## src/rtl/fxcvt_pkg.sv

```systemverilog
package fxcvt_pkg;

    localparam int OP_W   = 64;
    localparam int MANT_W = 53;
    localparam int EXP_W  = 13;
    localparam int FB_W   = 6;
    localparam int NARROW_W = 16;
    localparam int BROAD_W  = 32;
    localparam int NFMT   = 3;

    typedef enum logic [1:0] {
        FMT_NONE   = 2'b00,
        FMT_HALF   = 2'b01,
        FMT_SINGLE = 2'b10,
        FMT_DOUBLE = 2'b11
    } fmt_e;

    // Common unpacked form: value = mant * 2^(exp - (MANT_W-1)).
    typedef struct packed {
        logic                    sign;
        logic                    nan;
        logic                    inf;
        logic                    zero;
        logic [EXP_W-1:0]        exp;
        logic [MANT_W-1:0]       mant;
    } unpacked_t;

    typedef struct packed {
        logic [MANT_W-1:0] mag;
        logic              lost;
        logic              huge;
    } trunc_t;

    typedef struct packed {
        logic [OP_W-1:0] value;
        logic            invalid;
        logic            inexact;
    } conv_t;

    function automatic int fmt_exp_w(input int idx);
        case (idx)
            0:       return 5;
            1:       return 8;
            default: return 11;
        endcase
    endfunction

    function automatic int fmt_frac_w(input int idx);
        case (idx)
            0:       return 10;
            1:       return 23;
            default: return 52;
        endcase
    endfunction

endpackage

```

## src/rtl/fxcvt_field_unpack.sv

```systemverilog
module fxcvt_field_unpack
    import fxcvt_pkg::*;
#(
    parameter int EW = 8,
    parameter int FW = 23
) (
    input  logic [EW+FW:0] bits,
    output unpacked_t      u
);
    localparam int BIAS = (1 << (EW - 1)) - 1;
    localparam logic [EXP_W-1:0] BIAS_V = EXP_W'(BIAS);

    logic [EW-1:0] e;
    logic [FW-1:0] f;
    logic          e_ones;
    logic          e_zero;

    always_comb begin
        e      = bits[EW+FW-1:FW];
        f      = bits[FW-1:0];
        e_ones = &e;
        e_zero = (e == '0);
        u.sign = bits[EW+FW];
        u.nan  = e_ones && (f != '0);
        u.inf  = e_ones && (f == '0);
        u.zero = e_zero && (f == '0);
        // Subnormals share the smallest normal exponent, without the hidden bit.
        u.exp  = e_zero ? (EXP_W'(1) - BIAS_V) : (EXP_W'(e) - BIAS_V);
        u.mant = MANT_W'({!e_zero, f}) << (MANT_W - 1 - FW);
    end
endmodule

```

## src/rtl/fxcvt_trunc.sv

```systemverilog
module fxcvt_trunc
    import fxcvt_pkg::*;
(
    input  logic [EXP_W-1:0]  exp,
    input  logic [MANT_W-1:0] mant,
    input  logic              zero,
    input  logic [FB_W-1:0]   fbits,
    output trunc_t            t
);
    logic [EXP_W-1:0]  sh;
    logic [EXP_W-1:0]  rsh;
    logic [MANT_W-1:0] mask;

    always_comb begin
        // Binary point offset after scaling by 2^fbits.
        sh   = exp + EXP_W'(fbits) - EXP_W'(MANT_W - 1);
        rsh  = EXP_W'(0) - sh;
        mask = (MANT_W'(1) << rsh[5:0]) - MANT_W'(1);
        t    = '0;
        if (zero) begin
            t = '0;
        end else if (!sh[EXP_W-1]) begin
            // Non-negative offset: only normal inputs reach here, since the
            // largest fraction count cannot lift a subnormal exponent this far.
            // The magnitude is then at least 2^(MANT_W-1), beyond any target.
            t.huge = 1'b1;
            t.mag  = '1;
        end else if (rsh >= EXP_W'(MANT_W)) begin
            t.mag  = '0;
            t.lost = (mant != '0);
        end else begin
            t.mag  = mant >> rsh[5:0];
            t.lost = ((mant & mask) != '0);
        end
    end
endmodule

```

## src/rtl/fxcvt_saturate.sv

```systemverilog
module fxcvt_saturate
    import fxcvt_pkg::*;
(
    input  logic   sign,
    input  logic   nan,
    input  logic   inf,
    input  logic   zero,
    input  trunc_t t,
    input  logic   is_unsigned,
    input  logic   wide,
    input  logic   dbl,
    output conv_t  c
);
    localparam logic [MANT_W-1:0] LIM_U_N = MANT_W'((64'd1 << NARROW_W) - 1);
    localparam logic [MANT_W-1:0] LIM_U_B = MANT_W'((64'd1 << BROAD_W) - 1);
    localparam logic [MANT_W-1:0] LIM_P_N = MANT_W'((64'd1 << (NARROW_W - 1)) - 1);
    localparam logic [MANT_W-1:0] LIM_P_B = MANT_W'((64'd1 << (BROAD_W - 1)) - 1);

    logic [MANT_W-1:0] lim_pos;
    logic [MANT_W-1:0] lim_neg;
    logic [OP_W-1:0]   sat_pos;
    logic [OP_W-1:0]   sat_neg;
    logic [OP_W-1:0]   fix64;
    logic              inv;
    logic              inx;

    always_comb begin
        lim_pos = is_unsigned ? (wide ? LIM_U_B : LIM_U_N)
                              : (wide ? LIM_P_B : LIM_P_N);
        lim_neg = (wide ? LIM_P_B : LIM_P_N) + MANT_W'(1);
        sat_pos = OP_W'(lim_pos);
        sat_neg = is_unsigned ? '0 : (OP_W'(0) - OP_W'(lim_neg));
        fix64   = '0;
        inv     = 1'b0;
        inx     = 1'b0;
        if (nan) begin
            inv = 1'b1;
        end else if (inf) begin
            fix64 = sign ? sat_neg : sat_pos;
            inv   = 1'b1;
        end else if (zero) begin
            fix64 = '0;
        end else if (sign && is_unsigned) begin
            if (!t.huge && t.mag == '0) inx = t.lost;
            else                        inv = 1'b1;
        end else if (sign) begin
            if (t.huge || t.mag > lim_neg) begin
                fix64 = sat_neg;
                inv   = 1'b1;
            end else begin
                fix64 = OP_W'(0) - OP_W'(t.mag);
                inx   = t.lost;
            end
        end else begin
            if (t.huge || t.mag > lim_pos) begin
                fix64 = sat_pos;
                inv   = 1'b1;
            end else begin
                fix64 = OP_W'(t.mag);
                inx   = t.lost;
            end
        end
        // fix64 is fully sign/zero extended; narrow destinations keep 32 bits.
        c.value   = dbl ? fix64 : {32'b0, fix64[31:0]};
        c.invalid = inv;
        c.inexact = inx;
    end
endmodule

```

## src/rtl/fxcvt_top.sv

```systemverilog
module fxcvt_top
    import fxcvt_pkg::*;
(
    input  logic        clk,
    input  logic        rst,
    input  logic        in_valid,
    input  logic [63:0] operand,
    input  logic [1:0]  fmt,
    input  logic        is_unsigned,
    input  logic        wide,
    input  logic [4:0]  frac_code,
    output logic        out_valid,
    output logic [63:0] result,
    output logic        bad_enc,
    output logic        flag_invalid,
    output logic        flag_inexact
);
    logic signed [6:0] fb_s;
    logic [FB_W-1:0]   fbits;
    logic              bad_now;
    logic [1:0]        sel;
    unpacked_t         u_arr [NFMT];
    unpacked_t         u;
    trunc_t            tr;
    conv_t             cv;

    always_comb begin
        fb_s    = (wide ? 7'sd32 : 7'sd16) - $signed({2'b00, frac_code});
        fbits   = fb_s[FB_W-1:0];
        bad_now = (fmt_e'(fmt) == FMT_NONE) || fb_s[6];
        sel     = (fmt == 2'b00) ? 2'd0 : (fmt - 2'd1);
    end

    for (genvar g = 0; g < NFMT; g++) begin : g_fmt
        localparam int EW = fmt_exp_w(g);
        localparam int FW = fmt_frac_w(g);
        fxcvt_field_unpack #(.EW(EW), .FW(FW)) u_unpack (
            .bits (operand[EW+FW:0]),
            .u    (u_arr[g])
        );
    end

    always_comb u = u_arr[sel];

    fxcvt_trunc u_trunc (
        .exp   (u.exp),
        .mant  (u.mant),
        .zero  (u.zero),
        .fbits (fbits),
        .t     (tr)
    );

    fxcvt_saturate u_sat (
        .sign        (u.sign),
        .nan         (u.nan),
        .inf         (u.inf),
        .zero        (u.zero),
        .t           (tr),
        .is_unsigned (is_unsigned),
        .wide        (wide),
        .dbl         (fmt_e'(fmt) == FMT_DOUBLE),
        .c           (cv)
    );

    always_ff @(posedge clk) begin
        if (rst) begin
            out_valid    <= 1'b0;
            result       <= '0;
            bad_enc      <= 1'b0;
            flag_invalid <= 1'b0;
            flag_inexact <= 1'b0;
        end else begin
            out_valid <= in_valid;
            if (in_valid) begin
                bad_enc      <= bad_now;
                result       <= bad_now ? '0 : cv.value;
                flag_invalid <= !bad_now && cv.invalid;
                flag_inexact <= !bad_now && cv.inexact;
            end
        end
    end

    assert_latency_R1: assert property (@(posedge clk) disable iff (rst)
        in_valid |=> out_valid);
    assert_hold_R1: assert property (@(posedge clk) disable iff (rst)
        !in_valid |=> !out_valid && $stable(result) && $stable(flag_invalid)
                      && $stable(flag_inexact) && $stable(bad_enc));
    assert_fmt_illegal_R2: assert property (@(posedge clk) disable iff (rst)
        in_valid && fmt == 2'b00 |=> bad_enc && result == '0);
    assert_negfrac_R3: assert property (@(posedge clk) disable iff (rst)
        in_valid && !wide && frac_code > 5'd16 |=> bad_enc && !flag_invalid && !flag_inexact);
    assert_nan_zero_R7: assert property (@(posedge clk) disable iff (rst)
        in_valid && fmt == 2'b11 && (&operand[62:52]) && operand[51:0] != '0
        |=> result == '0 && flag_invalid);
    assert_upper_zero_R10: assert property (@(posedge clk) disable iff (rst)
        in_valid && fmt != 2'b11 |=> result[63:32] == '0);
    assert_unsigned_narrow_R10: assert property (@(posedge clk) disable iff (rst)
        in_valid && is_unsigned && !wide && fmt != 2'b11 |=> result[63:16] == '0);
    assert_flags_excl_R12: assert property (@(posedge clk) disable iff (rst)
        !(flag_invalid && flag_inexact));
endmodule

```

## config.mk

```make
export PLATFORM = sky130hd
export DESIGN_NAME = fxcvt_top
export DESIGN_NICKNAME = d
export VERILOG_FILES = /design/src/rtl/fxcvt_pkg.sv /design/src/rtl/fxcvt_field_unpack.sv /design/src/rtl/fxcvt_trunc.sv /design/src/rtl/fxcvt_saturate.sv /design/src/rtl/fxcvt_top.sv
export SDC_FILE = /design/constraint.sdc
export NUM_CORES = 1
export LEC_CHECK = 0
export BUFFER_PORTS_ARGS = -buffer_cell sky130_fd_sc_hd__buf_2
export CAP_MARGIN = 10
export CORE_MARGIN = 4
export CORE_UTILIZATION = 45
export CTS_CLUSTER_DIAMETER = 100
export DETAILED_ROUTE_END_ITERATION = 8
export SYNTH_ARGS = -nofsm -noshare
export SYNTH_HDL_FRONTEND = slang
export SYNTH_SLANG_ARGS = --single-unit
```

## constraint.sdc

```tcl
create_clock -name clk -period 10.21 [get_ports clk]
set_input_delay 0 -clock clk [delete_from_list [all_inputs] [get_ports clk]]
set_output_delay 0 -clock clk [all_outputs]
set_load 0.02 [all_outputs]
```

Word level (Yosys, flattened, before mapping)
Index checks and enable logic that the tools add are counted.
{"block": "word_totals", "reg_bits": 68, "out_inout_bits": 68, "input_bits": 76, "elab_cells": 106}
{"block": "op_classes", "order_cmp": 4, "n_addsub": 12, "n_shift": 2, "bitwise_logic": 2, "muxes": 43, "reduce_logical": 37, "n_eq_ne": 1}
{"op": "2-to-1 mux 64 bit", "count": 10}
{"op": "2-to-1 mux 53 bit", "count": 3}
{"op": "binary-select mux 70 bit (select 2 bit)", "count": 1}
{"op": "2-to-1 mux 70 bit", "count": 2}
{"op": "subtractor 1 x 53 -> 54 bit (first input constant)", "count": 2}
{"op": "greater-than comparator 53 bit", "count": 2}
{"op": "nonzero test 53 bit", "count": 2}
{"op": "2-to-1 mux 55 bit", "count": 1}
{"op": "2-to-1 mux 54 bit", "count": 1}
{"op": "adder 53 x 1 -> 53 bit (second input constant)", "count": 1}
{"op": "AND 53 bit", "count": 1}
{"op": "logical NOT 53 bit", "count": 1}
{"op": "left shift 1 x 6 -> 53 bit (first input constant)", "count": 1}
{"op": "right shift 53 x 6 -> 53 bit", "count": 1}
{"op": "subtractor 53 x 2 -> 53 bit (second input constant)", "count": 1}
{"op": "logical NOT 52 bit", "count": 1}
{"op": "nonzero test 52 bit", "count": 1}
{"op": "2-to-1 mux 13 bit", "count": 3}
{"op": "2-to-1 mux 32 bit", "count": 1}
{"op": "2-to-1 mux 31 bit", "count": 1}
{"op": "logical NOT 23 bit", "count": 1}
{"op": "nonzero test 23 bit", "count": 1}
{"op": "2-to-1 mux 1 bit", "count": 18}
{"op": "adder 13 x 6 -> 13 bit", "count": 1}
{"op": "other kinds (25)", "count": 43}

Depth between registers and ports, before layout
Gate-level depths: netlist of the first run.
{"block": "logic_depth", "ltp_word": 26, "ltp_mapped": 43, "mapped_depth_nobuf": 36}

Cells and area by module
Synthesis of the first run repeated with hierarchy kept, for this count alone.
{"block": "unflattened", "hier_cells": 2283, "area_unflattened_um2": 15821.4}
{"mod": "fxcvt_trunc", "area_per_inst_um2": 6766.5, "instances": 1, "cells_each": 1029, "seq_area_each_um2": 0.0}
{"mod": "fxcvt_top", "area_per_inst_um2": 4585.6, "instances": 1, "cells_each": 571, "seq_area_each_um2": 1361.3}
{"mod": "fxcvt_saturate", "area_per_inst_um2": 2384.8, "instances": 1, "cells_each": 391, "seq_area_each_um2": 0.0}
{"mod": "fxcvt_field_unpack at g_fmt[2].u_unpack", "area_per_inst_um2": 774.5, "instances": 1, "cells_each": 111, "seq_area_each_um2": 0.0}
{"mod": "fxcvt_field_unpack at g_fmt[1].u_unpack", "area_per_inst_um2": 679.4, "instances": 1, "cells_each": 97, "seq_area_each_um2": 0.0}
{"mod": "fxcvt_field_unpack at g_fmt[0].u_unpack", "area_per_inst_um2": 630.6, "instances": 1, "cells_each": 84, "seq_area_each_um2": 0.0}

Worst setup path after synthesis of the first run
OpenSTA, ideal clock, no wires.
{"block": "synth_timing", "path_type": "input to register", "startpoint": "input fmt[0]", "endpoint": "register result[19]", "setup_time_ps": 91, "setup_slack_ps": 1443, "path_buffers": 13, "t_arrival_ps": 8676, "required_ps": 10119, "cell_stages": 41, "path_cell_list": "buf_6 > buf_6 > and2_1 > clkbuf_1 > clkbuf_1 > clkbuf_1 > buf_1 > nand2_1 > o22ai_1 > ha_1 > buf_2 > clkinv_1 > clkbuf_1 > ha_1 > nor2b_1 > and2_1 > o221ai_1 > or3_1 > [... 5 more ...] > clkbuf_1 > nand2_1 > nand2_1 > ha_1 > nand4_1 > nor3_1 > inv_1 > a211oi_1 > nand4_1 > nor4_2 > mux2i_1 > or3b_1 > buf_2 > and2_1 > clkbuf_1 > a22oi_2 > nand4b_1 > a311oi_1"}
{"block": "synth_via", "elab_chain_cells": 23, "elab_cells_between_ends": 33, "classes_between": "add/sub (5); order compare (3); shift (1); mux (18); bitwise (1); reduce/logical (5)"}
{"item": "start, declared", "line": "fxcvt_top.sv:8", "rtl": "input logic [1:0] fmt,"}
{"item": "subtractor 2 x 1 -> 2 bit or logical NOT 2 bit (tied branches)", "line": "fxcvt_top.sv:31, fxcvt_top.sv:30"}
{"item": "2-to-1 mux 2 bit", "line": "fxcvt_top.sv:31", "rtl": "sel = (fmt == 2'b00) ? 2'd0 : (fmt - 2'd1);"}
{"item": "inverter 2 -> 3 bit (implied by the code)", "line": "fxcvt_top.sv:43", "rtl": "always_comb u = u_arr[sel];"}
{"item": "binary-select mux 70 bit (select 2 bit)", "line": "fxcvt_top.sv:43"}
{"item": "2-to-1 mux 70 bit (implied by the code) (2 in a row)", "line": "fxcvt_top.sv:43"}
{"item": "adder 13 x 6 -> 13 bit", "line": "fxcvt_trunc.sv:16", "rtl": "sh = exp + EXP_W'(fbits) - EXP_W'(MANT_W - 1);"}
{"item": "subtractor 13 x 6 -> 13 bit", "line": "fxcvt_trunc.sv:16"}
{"item": "subtractor 1 x 13 -> 13 bit", "line": "fxcvt_trunc.sv:17", "rtl": "rsh = EXP_W'(0) - sh;"}
{"item": "[... 6 more ...]"}
{"item": "2-to-1 mux 53 bit or 2-to-1 mux 64 bit (tied branches)", "line": "fxcvt_saturate.sv:55, fxcvt_saturate.sv:47"}
{"item": "2-to-1 mux 64 bit", "line": "fxcvt_saturate.sv:46", "rtl": "end else if (sign) begin"}
{"item": "2-to-1 mux 64 bit", "line": "fxcvt_saturate.sv:43", "rtl": "end else if (sign && is_unsigned) begin"}
{"item": "2-to-1 mux 64 bit", "line": "fxcvt_saturate.sv:41", "rtl": "end else if (zero) begin"}
{"item": "2-to-1 mux 64 bit", "line": "fxcvt_saturate.sv:38", "rtl": "end else if (inf) begin"}
{"item": "2-to-1 mux 64 bit", "line": "fxcvt_saturate.sv:36", "rtl": "if (nan) begin"}
{"item": "2-to-1 mux 64 bit", "line": "fxcvt_saturate.sv:64", "rtl": "c.value = dbl ? fix64 : {32'b0, fix64[31:0]};"}
{"item": "2-to-1 mux 64 bit (*)", "line": "fxcvt_top.sv:76", "rtl": "result <= bad_now ? '0 : cv.value;"}
{"item": "end signal, assigned", "line": "fxcvt_top.sv:76"}
{"item": "end, declared", "line": "fxcvt_top.sv:13", "rtl": "output logic [63:0] result,"}
Mark *: on every way between the ends. The rest lies on a longest branch, timed or not. The select of a mux whose other input is x is not followed.
A chain may end at the register's enable or synchronous reset.

Worst setup path in the final report of the first run
{"block": "layout_timing", "startpoint": "input operand[10]", "endpoint": "register result[28]"}
{"block": "layout_via", "elab_chain_cells": 22, "elab_cells_between_ends": 44, "classes_between": "add/sub (5); order compare (3); shift (1); mux (17); reduce/logical (18)"}
{"item": "start, declared", "line": "fxcvt_top.sv:7", "rtl": "input logic [63:0] operand,"}
{"item": "subtractor 5 x 4 -> 6 bit or logical NOT 5 bit (tied branches)", "line": "fxcvt_field_unpack.sv:28, fxcvt_field_unpack.sv:22"}
{"item": "2-to-1 mux 13 bit", "line": "fxcvt_field_unpack.sv:28", "rtl": "u.exp = e_zero ? (EXP_W'(1) - BIAS_V) : (EXP_W'(e) - BIAS_V);"}
{"item": "binary-select mux 70 bit (select 2 bit) (*)", "line": "fxcvt_top.sv:43"}
{"item": "2-to-1 mux 70 bit (implied by the code) (*) (2 in a row)", "line": "fxcvt_top.sv:43"}
{"item": "adder 13 x 6 -> 13 bit", "line": "fxcvt_trunc.sv:16"}
{"item": "subtractor 13 x 6 -> 13 bit", "line": "fxcvt_trunc.sv:16"}
{"item": "subtractor 1 x 13 -> 13 bit", "line": "fxcvt_trunc.sv:17"}
{"item": ">= comparator 13 x 6 -> 1 bit or right shift 53 x 6 -> 53 bit (tied branches)", "line": "fxcvt_trunc.sv:28, fxcvt_trunc.sv:32"}
{"item": "[... 5 more ...]"}
{"item": "2-to-1 mux 53 bit or 2-to-1 mux 64 bit (tied branches)", "line": "fxcvt_saturate.sv:55, fxcvt_saturate.sv:47"}
{"item": "2-to-1 mux 64 bit", "line": "fxcvt_saturate.sv:46"}
{"item": "2-to-1 mux 64 bit", "line": "fxcvt_saturate.sv:43"}
{"item": "2-to-1 mux 64 bit", "line": "fxcvt_saturate.sv:41"}
{"item": "2-to-1 mux 64 bit", "line": "fxcvt_saturate.sv:38"}
{"item": "2-to-1 mux 64 bit (*)", "line": "fxcvt_saturate.sv:36"}
{"item": "2-to-1 mux 64 bit (*)", "line": "fxcvt_saturate.sv:64"}
{"item": "2-to-1 mux 64 bit (*)", "line": "fxcvt_top.sv:76"}
Marks and branches as above.

==> impl_metrics.tcl, run 1 <==
set metrics [dict create \
    status "finished, final reports clean" \
    port-buffer-count 143 \
    p_sw_mw 2.71 \
    root_buffer "clkbuf_16" \
    wl_per_cell_um 28.4 \
    synth.most_common_cell "nand2_1" \
    synth-main-ff-cell "dfxtp_1" \
    antennaDiodeCount 0 \
    die_width_um 177 \
    drv_cap 0 \
    cts_buffers 9 \
    fmax_mhz 108 \
    timing.final.crit_period_ns 9.22 \
    ys_seq_area_share_pct 9.01 \
    path_class "in -> reg" \
    relSlewSlack_pct 23.2 \
    hp-class "in -> reg" \
    finClkSkew_ns 0 \
    synth_top_cells_by_count "196 x nand2_1, 175 x nor2_1, 138 x a21oi_1" \
    combPwrFrac_pct 86.6 \
    grt_pass1_wl_mm 97.1 \
    routed_wl_mm 65.4 \
    finalSetupTns_ns 0 \
    synth_cells 1878 \
    slowest_stage "nor2_1" \
    worstMarginPinSlew_ns 1.12 \
    syn_to_final_growth_pct 9.68 \
    ys_types 104 \
    worst_slack_ns 0.985 \
    antenna_left 0 \
    cts_tree "built" \
    synth_top_area_share_pct 9.01 \
    max_stage_delay_ns 0.72 \
    p_seq_share_pct 5.7 \
    rows 61 \
    top_level_ports 144 \
    hold_ws_ns 0.0728 \
    final_cell_count_no_fill 2306 \
    drc 0 \
    power_mw 4.27 \
    cp_max_fo 19 \
    ys_ff_latch 58 \
    finalHoldViolCount 0 \
    syn_nets 2010 \
    drive_above_1_share_pct 15.4 \
    dr.pass1.iters 6 \
    place_area_mm2 0.0138 \
    leakagePower_nw 5.73 \
    grt_overflow 0 \
    p_clk_share_pct 7.7 \
    swShare_pct 63.3 \
    critPathTopFamily "simple AND/OR/NAND/NOR gates" \
    finalSetupViolations 0 \
    rsz0062_at_grt "false" \
    syn_avg_cell_area_um2 6.86 \
    clkTransAtPathRegs_ns 0.06 \
    async_reset_ff_share_pct 0 \
    gp_congestion 1.08 \
    cts.sinks 58 \
    worstSkewPairLatency_ns 0.33 \
    ir_worst_vdd_v 0.000122 \
    critPathBufInv 4 \
    place_inst 2289 \
    pre_cts_slack_ns 0.853 \
    worstSetupStartpointType "input port" \
    num_vias 16800 \
    cts_resized 0 \
    final_util_pct 50.5 \
    antenna_found_initial 1 \
    die_area_mm2 0.0314 \
    final_area_mm2 0.0141 \
    end_kind "flip-flop" \
    drt_first_iter_violations 2701 \
    die_h_um 177 \
    final_max_slew_viol_count 0 \
    first_global_vias 15500 \
    power_density_mw_per_mm2 302 \
    intPower_mw 1.57 \
    synth_top_cell_by_area "dfxtp_1" \
    vias_per_cell 7.29 \
    fin_nets 2055 \
    finalCritPeriodShare_pct 90.4 \
    synth_area_mm2 0.0129 \
    core-area_mm2 0.0280 \
    crit_required_ns 10.43 \
    initial_utilization_pct 46.0 \
    clk_path_buf_depth 2 \
    htreeDepth 3 \
    arrival_ns 9.44 \
    yosys-top-cells-area "dfxtp_1 9.0%, mux2i_1 6.1%, nand2_1 5.7%" \
    grt_start_max_net_pins 68 \
    yosysWarnings 0 \
    hpwl_mm 51.1 \
    grtUsageTotal_pct 40.0 \
    synth_edf_count 0 \
]
-- cells in the final DEF, fill, tap and decap left out, types with 9 or more instances in the layout --
cell type and n:
mux2i_1 78, a21oi_1 138, ha_1 54, nor2_1 173, a32oi_1 10, a21o_1 30, a211o_1 12, a22oi_1 18
o2111ai_1 11, inv_1 43, o21ai_0 107, a31oi_1 21, nand3_1 86, o31ai_1 10, buf_2 143, and3_1 27
nor4_1 24, o221ai_1 26, a221o_1 20, a211oi_1 37, o22ai_1 49, o21ai_1 19, nor3_1 56, nand2b_1 17
a221oi_1 16, nand4_1 38, dfxtp_1 58, xnor2_1 23, or3_1 13, buf_4 53, mux2_2 16, and2_1 11
o41ai_1 10, clkbuf_16 9, o211ai_1 31, nand2_1 196, xor2_1 25, o32ai_1 14, mux4_2 15
-- power by group through the flow --
stage / clock network (mW) / logic, mW / registers [mW]
final: 0.330 / 3.70 / 0.245
after global routing: 0.344 / 3.87 / 0.246
after CTS: 0.333 / 3.52 / 0.244
after detailed placement: 0 / 3.50 / 0.249
after global placement: 0 / 3.53 / 0.249
after floorplan: 0 / 2.37 / 0.264
-- sequential cells by signal, indices dropped and copies added (netlist names) --
register,cells
out_valid,1
bad_enc,1
flag_inexact,1
flag_invalid,1
result,54
-- worst paths after layout --
kind	from	to	slack, ns	cells past startpoint
max	operand[10]	result[28]	0.99	33
min	rst	out_valid	0.07	2
max reg2reg	result[10]	result[10]	9.21	3
min reg2reg	result[39]	result[39]	0.45	1
-- area by class of cell --
class	instances	area (µm²)
fillers	2928	13900
well taps	378	473
clock buffers	9	225
inverters	46	173
clock inverters	7	101
repair buffers	197	1120
flip-flops and latches	58	1160
multi-input cells	1611	10900
-- metal layers --
metal | share of wire (%) | up-vias | global-route usage, %
li1 | - | 7367 | -
met3 | 11 | 271 | 7.43
met4 | 8.1 | 0 | 26.5
met5 | 0 | - | 0
met1 | 39 | 7876 | 52.3
met2 | 41 | 1298 | 59.8
-- what timing repair did --
| item | CTS | global route |
|---|---|---|
| hold buffers | 1 | 0 |
| hold endpoints to repair | 1 | 0 |
| setup buffers | 0 | 0 |
-- logic make-up (layout without fill, tap and decap cells) --
| group | Yosys count | count (layout) | synth area share, % |
|---|---|---|---|
| and+or+nand+nor | 700 | 700 | 26.4 |
| AOI/OAI and AO/OA | 682 | 682 | 36.9 |
| buffers and inverters | 209 | 259 | 7.12 |
| muxes | 118 | 118 | 11.0 |
| DFF | 58 | 58 | 9.01 |
| adders and majority gates | 56 | 56 | 5.50 |
| xor gates and xnor gates | 55 | 55 | 4.08 |
Power figures use the tool's default switching activity.
==> run 2: changes to the inputs <==
- CORE_MARGIN: 4 -> 1.5
- REMOVE_ABC_BUFFERS: default -> 1
- clock period: 10.21 -> 8.8 ns (I/O delays scaled with it)
==> impl_metrics.tcl, run 2 (synthesized netlist as in run 1, its figures left out) <==
set metrics [dict create \
    core-area_mm2 0.0280 \
    num_vias 17400 \
    cts_tree "built" \
    fmax_mhz 121 \
    root_buffer "clkbuf_16" \
    port-buffer-count 143 \
    finalSetupTns_ns 0 \
    multiInputGateArea_mm2 0.0109 \
    rsz0062_at_grt "false" \
    relSlewSlack_pct 10.4 \
    drt_first_iter_violations 2436 \
    antenna_left 0 \
    cts_buffers 9 \
    slowest_stage "fa_1" \
    max_stage_delay_ns 0.50 \
    htreeDepth 3 \
    largest_reg_flops 54 \
    top_level_ports 144 \
    fin_nets 2093 \
    finClkSkew_ns 0 \
    ir_worst_vdd_v 0.000159 \
    cp_common_cell "ha_1" \
    crit_required_ns 9.03 \
    hpwl_mm 54.0 \
    syn_to_final_growth_pct 12.6 \
    status "finished, final reports clean" \
    wl_per_cell_um 30.1 \
    hp-class "in -> reg" \
    holdBufCountCts 0 \
    grt_start_max_net_pins 57 \
    gp_congestion 1.14 \
    dr.pass1.iters 8 \
    finalHoldViolCount 0 \
    initial_utilization_pct 46.0 \
    layout_common_cells "196 x nand2_1, 173 x nor2_1, 144 x buf_2" \
    die_width_um 172 \
    n_fill_cell 2837 \
    rr_worst_depth 3 \
    final_max_slew_viol_count 0 \
    routed_wl_mm 70.6 \
    rows 61 \
    die_area_mm2 0.0297 \
    cp_max_fo 10 \
    arrival_ns 8.50 \
    cts.sinks 58 \
    vias_per_cell 7.43 \
    critPathBufInv 4 \
    path_class "in -> reg" \
    finalSetupViolations 0 \
    grt_overflow 0 \
    top_register "result" \
    place_area_mm2 0.0141 \
    power_mw 5.27 \
    end_kind "flip-flop" \
    drv_cap 0 \
    finalCritPeriodShare_pct 94.1 \
    clkTransAtPathRegs_ns 0.05 \
    hold_ws_ns 0.00965 \
    worstSkewPairLatency_ns 0.33 \
    clk_path_buf_depth 2 \
    grtUsageTotal_pct 47.2 \
    power_density_mw_per_mm2 363 \
    final-seq-area_mm2 0.00116 \
    antenna_found_initial 1 \
    final_common_cell "nand2_1" \
    drc 0 \
    critPathTopFamily "simple AND/OR/NAND/NOR gates" \
    worstMarginPinSlew_ns 1.33 \
    timing.final.crit_period_ns 8.28 \
    drive_above_1_share_pct 17.4 \
    final_area_mm2 0.0145 \
    die_h_um 172 \
    worstSetupStartpointType "input port" \
    first_global_vias 16300 \
    grt_pass1_wl_mm 104 \
    leakagePower_nw 5.95 \
    hold_depth 3 \
    worst-path-stages 35 \
]
run 2: power by group:
group          switching (mW)  internal, mW
logic                    3.17          1.40
clock network           0.129         0.279
registers             0.00726         0.277
total                    3.31          1.96
run 2: layout make-up:
cell class | count | area share, %
repair buffers | 235 | 9.85
inverters | 46 | 1.19
multi-input cells | 1611 | 75.3
flip-flops and latches | 58 | 8.00
well taps | 378 | 3.26
clock buffers | 9 | 1.55
clock inverters | 7 | 0.862
diodes | 1 | 0.0172
run 2: timing repair:
| item | 4_1_cts | 5_1_grt |
|---|---|---|
| resized for setup | 0 | 11 |
| endpoints found under the setup margin | 0 | 34 |
| setup buffers | 0 | 4 |
run 2: worst paths after layout:
path / startpoint / to / slack (ns)
max reg2reg: result[10] / result[10] / 7.77
min: in_valid / bad_enc / 0.01
max: operand[52] / result[19] / 0.52
min reg2reg: result[49] / result[49] / 0.45
run 2: metrics by stage:
step           worst slack (ns)  util (%)  std cells
2_1_floorplan             -3.94         -       1715
3_3_place_gp              0.268      50.2       2322
3_5_place_dp             0.0728      50.2       2323
4_1_cts                   0.366      51.5       2339
5_1_grt                  0.0918      51.8       2344
6_report                  0.523      51.8       2345
run 2: worst register-to-register path, stage by stage, from the launching register on:
cell	delay [ns]
dfxtp_1	0.31
a221oi_1	0.28
o41a_1	0.19
o21ai_0	0.08
run 2: layer usage:
| layer | track usage (%) | vias up | share of wire, % |
|---|---|---|---|
| li1 | - | 7438 | - |
| met2 | 70.8 | 1475 | 41 |
| met1 | 54.9 | 8081 | 36 |
| met3 | 14.7 | 432 | 13 |
| met4 | 39.0 | 2 | 9.7 |
| met5 | 1.57 | - | 0.054 |
